`src/rtl/gpio_pkg.sv`:
```
// Shared definitions for the parallel I/O port: edge kinds and register offsets.
package gpio_pkg;
    typedef enum logic [1:0] {
        EDGE_RISE = 2'd0,
        EDGE_FALL = 2'd1,
        EDGE_ANY  = 2'd2
    } edge_kind_e;

    localparam logic [2:0] OFS_DATA = 3'd0;
    localparam logic [2:0] OFS_DIR  = 3'd1;
    localparam logic [2:0] OFS_MASK = 3'd2;
    localparam logic [2:0] OFS_CAPT = 3'd3;
    localparam logic [2:0] OFS_SET  = 3'd4;
    localparam logic [2:0] OFS_CLR  = 3'd5;
endpackage

```
`src/rtl/gpio_in_sync.sv`:
```
// Input stage: two-flop synchronizer, plus a previous-sample flop for edge detection.
// Assumes pin_in is asynchronous to clk. The edge output is combinational from flops,
// so each edge is reported for exactly one cycle, right after it is synchronized.
module gpio_in_sync #(
    parameter int                     WIDTH     = 32,
    parameter gpio_pkg::edge_kind_e   EDGE_KIND = gpio_pkg::EDGE_RISE
) (
    input  logic             clk,
    input  logic             rst_n,
    input  logic [WIDTH-1:0] pin_in,
    output logic [WIDTH-1:0] sample_o,
    output logic [WIDTH-1:0] edge_o
);
    logic [WIDTH-1:0] meta_q;
    logic [WIDTH-1:0] sync_q;
    logic [WIDTH-1:0] prev_q;

    // Synchronize the pins and keep one older sample for comparison.
    always_ff @(posedge clk) begin
        if (!rst_n) begin
            meta_q <= '0;
            sync_q <= '0;
            prev_q <= '0;
        end else begin
            meta_q <= pin_in;
            sync_q <= meta_q;
            prev_q <= sync_q;
        end
    end

    assign sample_o = sync_q;

    // Pick the edge detector that matches the configured edge kind.
    generate
        if (EDGE_KIND == gpio_pkg::EDGE_RISE) begin : g_rise
            assign edge_o = sync_q & ~prev_q;
        end else if (EDGE_KIND == gpio_pkg::EDGE_FALL) begin : g_fall
            assign edge_o = ~sync_q & prev_q;
        end else begin : g_any
            assign edge_o = sync_q ^ prev_q;
        end
    endgenerate
endmodule

```
`src/rtl/gpio_edge_cap.sv`:
```
// Edge-capture register. Sets bits on detected edges and clears them on host writes.
// With BIT_CLEAR=1 only the written ones are cleared; otherwise any write clears all.
// A new edge wins over a clear that hits the same bit in the same cycle.
module gpio_edge_cap #(
    parameter int WIDTH     = 32,
    parameter bit BIT_CLEAR = 1'b1
) (
    input  logic             clk,
    input  logic             rst_n,
    input  logic [WIDTH-1:0] edge_i,
    input  logic             clr_stb,
    input  logic [WIDTH-1:0] clr_bits,
    output logic [WIDTH-1:0] cap_o
);
    logic [WIDTH-1:0] clr_mask;

    // Choose which bits the host write removes.
    generate
        if (BIT_CLEAR) begin : g_bitwise
            assign clr_mask = clr_stb ? clr_bits : '0;
        end else begin : g_all
            assign clr_mask = clr_stb ? {WIDTH{1'b1}} : '0;
        end
    endgenerate

    // Hold, clear and set the captured edges.
    always_ff @(posedge clk) begin
        if (!rst_n) cap_o <= '0;
        else        cap_o <= (cap_o & ~clr_mask) | edge_i;
    end
endmodule

```
`src/rtl/gpio_irq_gen.sv`:
```
// Interrupt generator. Masks either input levels or captured edges, selected by
// IRQ_ON_EDGE, and registers the OR of the result as an active-high request.
module gpio_irq_gen #(
    parameter int WIDTH       = 32,
    parameter bit IRQ_ON_EDGE = 1'b1
) (
    input  logic             clk,
    input  logic             rst_n,
    input  logic [WIDTH-1:0] level_i,
    input  logic [WIDTH-1:0] cap_i,
    input  logic [WIDTH-1:0] mask_i,
    output logic             irq_o
);
    logic [WIDTH-1:0] source;

    // Pick the interrupt source.
    generate
        if (IRQ_ON_EDGE) begin : g_edge
            assign source = cap_i;
        end else begin : g_level
            assign source = level_i;
        end
    endgenerate

    // Register the masked request.
    always_ff @(posedge clk) begin
        if (!rst_n) irq_o <= 1'b0;
        else        irq_o <= |(source & mask_i);
    end
endmodule

```
`src/rtl/gpio_edge_port.sv`:
```
// Top of the parallel I/O port. Holds the output, direction and mask registers,
// decodes host writes and muxes host reads. Assumes single-cycle bus strobes and
// a combinational read path; wdata bits above WIDTH are ignored.
module gpio_edge_port #(
    parameter int                   WIDTH       = 32,
    parameter gpio_pkg::edge_kind_e EDGE_KIND   = gpio_pkg::EDGE_RISE,
    parameter bit                   BIT_CLEAR   = 1'b1,
    parameter bit                   IRQ_ON_EDGE = 1'b1
) (
    input  logic             clk,
    input  logic             rst_n,
    input  logic [2:0]       addr,
    input  logic             rd,
    input  logic             wr,
    input  logic [31:0]      wdata,
    output logic [31:0]      rdata,
    input  logic [WIDTH-1:0] pin_in,
    output logic [WIDTH-1:0] pin_out,
    output logic [WIDTH-1:0] pin_oe,
    output logic             irq
);
    import gpio_pkg::*;

    localparam int DW = WIDTH;

    logic [DW-1:0] out_q;
    logic [DW-1:0] dir_q;
    logic [DW-1:0] mask_q;
    logic [DW-1:0] sample;
    logic [DW-1:0] edges;
    logic [DW-1:0] cap_q;
    logic [DW-1:0] wbits;
    logic          wr_data, wr_dir, wr_mask, wr_capt, wr_set, wr_clr;

    assign wbits   = wdata[DW-1:0];
    assign wr_data = wr && (addr == OFS_DATA);
    assign wr_dir  = wr && (addr == OFS_DIR);
    assign wr_mask = wr && (addr == OFS_MASK);
    assign wr_capt = wr && (addr == OFS_CAPT);
    assign wr_set  = wr && (addr == OFS_SET);
    assign wr_clr  = wr && (addr == OFS_CLR);

    gpio_in_sync #(.WIDTH(DW), .EDGE_KIND(EDGE_KIND)) in_sync_i (
        .clk      (clk),
        .rst_n    (rst_n),
        .pin_in   (pin_in),
        .sample_o (sample),
        .edge_o   (edges)
    );

    gpio_edge_cap #(.WIDTH(DW), .BIT_CLEAR(BIT_CLEAR)) edge_cap_i (
        .clk      (clk),
        .rst_n    (rst_n),
        .edge_i   (edges),
        .clr_stb  (wr_capt),
        .clr_bits (wbits),
        .cap_o    (cap_q)
    );

    gpio_irq_gen #(.WIDTH(DW), .IRQ_ON_EDGE(IRQ_ON_EDGE)) irq_gen_i (
        .clk     (clk),
        .rst_n   (rst_n),
        .level_i (sample),
        .cap_i   (cap_q),
        .mask_i  (mask_q),
        .irq_o   (irq)
    );

    // Output register: full load, bitwise set and bitwise clear.
    always_ff @(posedge clk) begin
        if (!rst_n)       out_q <= '0;
        else if (wr_data) out_q <= wbits;
        else if (wr_set)  out_q <= out_q | wbits;
        else if (wr_clr)  out_q <= out_q & ~wbits;
    end

    // Direction and mask registers.
    always_ff @(posedge clk) begin
        if (!rst_n) begin
            dir_q  <= '0;
            mask_q <= '0;
        end else begin
            if (wr_dir)  dir_q  <= wbits;
            if (wr_mask) mask_q <= wbits;
        end
    end

    // Read mux; write-only and unused offsets return zero.
    always_comb begin
        rdata = '0;
        if (rd) begin
            case (addr)
                OFS_DATA: rdata[DW-1:0] = sample;
                OFS_DIR:  rdata[DW-1:0] = dir_q;
                OFS_MASK: rdata[DW-1:0] = mask_q;
                OFS_CAPT: rdata[DW-1:0] = cap_q;
                default:  rdata = '0;
            endcase
        end
    end

    assign pin_out = out_q;
    assign pin_oe  = dir_q;
endmodule

```
`config.mk`:
```
export PLATFORM = sky130hd
export DESIGN_NAME = gpio_edge_port
export DESIGN_NICKNAME = d
export VERILOG_FILES = /design/src/rtl/gpio_pkg.sv /design/src/rtl/gpio_in_sync.sv /design/src/rtl/gpio_edge_cap.sv /design/src/rtl/gpio_irq_gen.sv /design/src/rtl/gpio_edge_port.sv
export SDC_FILE = /design/constraint.sdc
export NUM_CORES = 1
export LEC_CHECK = 0
export ABC_AREA = 1
export ABC_CLOCK_PERIOD_IN_PS = 1900
export BUFFER_PORTS_ARGS = -buffer_cell sky130_fd_sc_hd__buf_2
export CAP_MARGIN = 10
export CORE_MARGIN = 1
export CORE_UTILIZATION = 40
export DETAILED_ROUTE_END_ITERATION = 8
export PLACE_DENSITY_LB_ADDON = 0.2
export SYNTH_ARGS = -nofsm -noshare
export SYNTH_HDL_FRONTEND = slang
export SYNTH_HIERARCHICAL = 1
export SYNTH_SLANG_ARGS = --single-unit
```
`constraint.sdc`:
```
create_clock -name clk -period 1.9 [get_ports clk]
set_clock_uncertainty 0.05 [all_clocks]
set_input_delay 0.285 -clock clk [delete_from_list [all_inputs] [get_ports clk]]
set_output_delay 0.285 -clock clk [all_outputs]
set_load 0.01 [all_outputs]
```
==> impl_metrics.yaml <==
logic_synthesis:
  synth_seq_cells: 225
  syn-num-nets: 1409
  ys_seq_area_share_pct: 49.2
  synth.largest_area_cell: "dfxtp_1"
  yosysTopAreaCellShare_pct: 49.2
  syn_area_per_cell_um2: 6.85
  yosysWarnings: 6
  synth_cell_types: 21
  netlist_instances: 1338
  synthTopCellsByArea: "dfxtp_1 (49%), nand2_1 (19%), inv_1 (7.7%)"
  synth_area_mm2: 0.00916
drt:
  vias_per_cell: 4.71
  routed_wl_mm: 26.9
  drc: 0
  dr.first_iter.drc_count: 573
  post_drt_wl_per_cell_um: 14.4
  ant_nets: 0
  vias: 8792
  dr.pass1.iters: 5
sta:
  tightestPinTransition_ns: 0.978
  slew_headroom_pct: 34.6
  setup_viol: 0
  drv_slew: 0
  fin_setup_tns_ns: 0
  timing.fmax_mhz: 541
  hold_viol: 0
  layout_min_cycle_time_ns: 1.85
  finalCritPeriodShare_pct: 97.2
global_routing:
  grt-busiest-layer: "met2"
  grt_max_degree: 65
  grt_pass1_wl_mm: 43.0
  track_usage_pct: 22.8
  met2_usage_pct: 39.4
  overflow: 0
  met3_usage_pct: 3.29
  met1_usage_pct: 29.2
  antenna_found_initial: 0
  grt_pass1_vias: 8303
pwr:
  powerDensity_mw_per_mm2: 880
  p_leak_nw: 6.24
  irDropWorstVdd_v: 0.000535
  power_mw: 10.5
cells_and_area:
  layout.nets: 1634
  nFillCells: 2300
  regArea_mm2: 0.00450
  syn2layout_area_growth_pct: 30.0
  num_antenna_cells: 0
  multi_input_area_mm2: 0.00361
  drive_gt1_share_pct: 17.4
job:
  drv_cap: 0
clock_network:
  cts.clk_slew.worst_paths_ns: 0.06
  cts_made_buffers: 25
  clock-sinks: 225
  cts_tree: "built"
  cts.htree.levels: 1
  clk_path_buf_depth: 3
  cts_root_buffer: "clkbuf_16"
  clock_latency_ns: 0.52
critical_path:
  worst-path-max-fanout: 16
  cp.arrival_ns: 1.51
  cp-end-kind: "output pin"
  crit_path_start_kind: "input pin"
  cp.required_ns: 1.56
  critPathKind: "in2out"
floorplan:
  die_h_um: 153
  core_area_mm2: 0.0226
  initial_utilization_pct: 40.6
  die_x_um: 153
  ioPinCount: 168
  die_area_mm2: 0.0235
  num_rows: 55
worst_hold_path:
  worstHoldPathType: "in2reg"
place:
  hpwl_mm: 16.7
  gp_congestion: 0.789
  io_buffers: 167
status:
  outcome: "complete, no violations"
metal layers:
metal  part of all wire [%]  vias up
met1                     46     4022
li1                       -     4501
met2                     47      226
met3                    4.9       43
met4                    2.5        0
met5                      0        -
through the flow:
step	setup slack (ns)	std cells	utilization, %	area [µm²]	hold WS, ns
floorplan	0.201	1338	-	9160	0.328
global placement	0.0359	1753	46.4	10500	0.344
detailed placement	0.0408	1753	46.4	10500	0.348
CTS	0.0444	1862	52.5	11900	0.120
global route	-0.0118	1866	52.8	11900	0.146
finish	0.0528	1866	52.8	11900	0.153
area by class of cell:
cell class	instances	share of cell area (%)
Clock inverter	3	0.158
Multi-Input combinational cell	842	30.3
Inverter	201	6.35
Clock buffer	42	6.12
Tap cell	285	2.99
Timing Repair Buffer	268	16.3
Sequential cell	225	37.8
power breakdown:
part	switching, mW	internal (mW)
registers	0.111	4.91
clock network	1.88	2.60
logic	0.581	0.406
total	2.57	7.91
Yosys cell counts:
cell type and count:
a21oi_1 123, a21oi_2 6, buf_1 2, buf_2 16, buf_4 1, buf_6 7
buf_8 1, clkbuf_1 43, dfxtp_1 225, inv_1 188, inv_2 13, nand2_1 459
nand2_2 10, nand3_1 66, nor2_1 109, nor2_2 1, nor3_1 2, nor3_4 1
nor4_1 1, o21ai_0 63, o21ai_1 1
layout by cell type (no fill, tap or decap), drive strengths merged:
| master | count |
|---|---|
| nand2 | 469 |
| dfxtp | 225 |
| buf | 203 |
| inv | 201 |
| a21oi | 129 |
| nor2 | 110 |
| nand3 | 66 |
| dlygate4sd3 | 64 |
| o21ai | 64 |
| clkbuf | 43 |
| nor3 | 3 |
| clkinv | 3 |
| nor4 | 1 |
critical path: stages:
cell and delay [ns]:
buf_2 0.11, buf_4 0.16, nor3_4 0.13, buf_4 0.17
buf_8 0.21, nand2_1 0.07, nand2_1 0.06, nor2_1 0.05
nor2_1 0.10, buf_2 0.14
path summary, 6_finish.rpt:
check	start	end	slack, ns	cells past startpoint
setup / recovery	addr[1]	rdata[11]	0.05	10
hold / removal	rst_n	in_sync_i/meta_q[31]	0.15	3
setup reg to reg	edge_cap_i/cap_o[31]	irq_gen_i/irq_o	0.72	6
hold reg to reg	in_sync_i/meta_q[16]	in_sync_i/sample_o[16]	0.36	2
cell families (layout without fill, tap and decap cells):
family / Yosys count / after routing / share of synthesized area (%)
flops: 225 / 225 / 49.2
buf+inv: 271 / 514 / 12.1
compound gates: 193 / 193 / 10.8
simple gates: 649 / 649 / 28.0
what timing repair did:
item,4_1_cts,5_1_grt
buffers inserted,0,2
setup endpoints to repair,0,17
hold buffers,64,0
endpoints found under the hold margin,65,0
resized for setup,0,6
No activity file was read; power rests on OpenSTA's default activity.
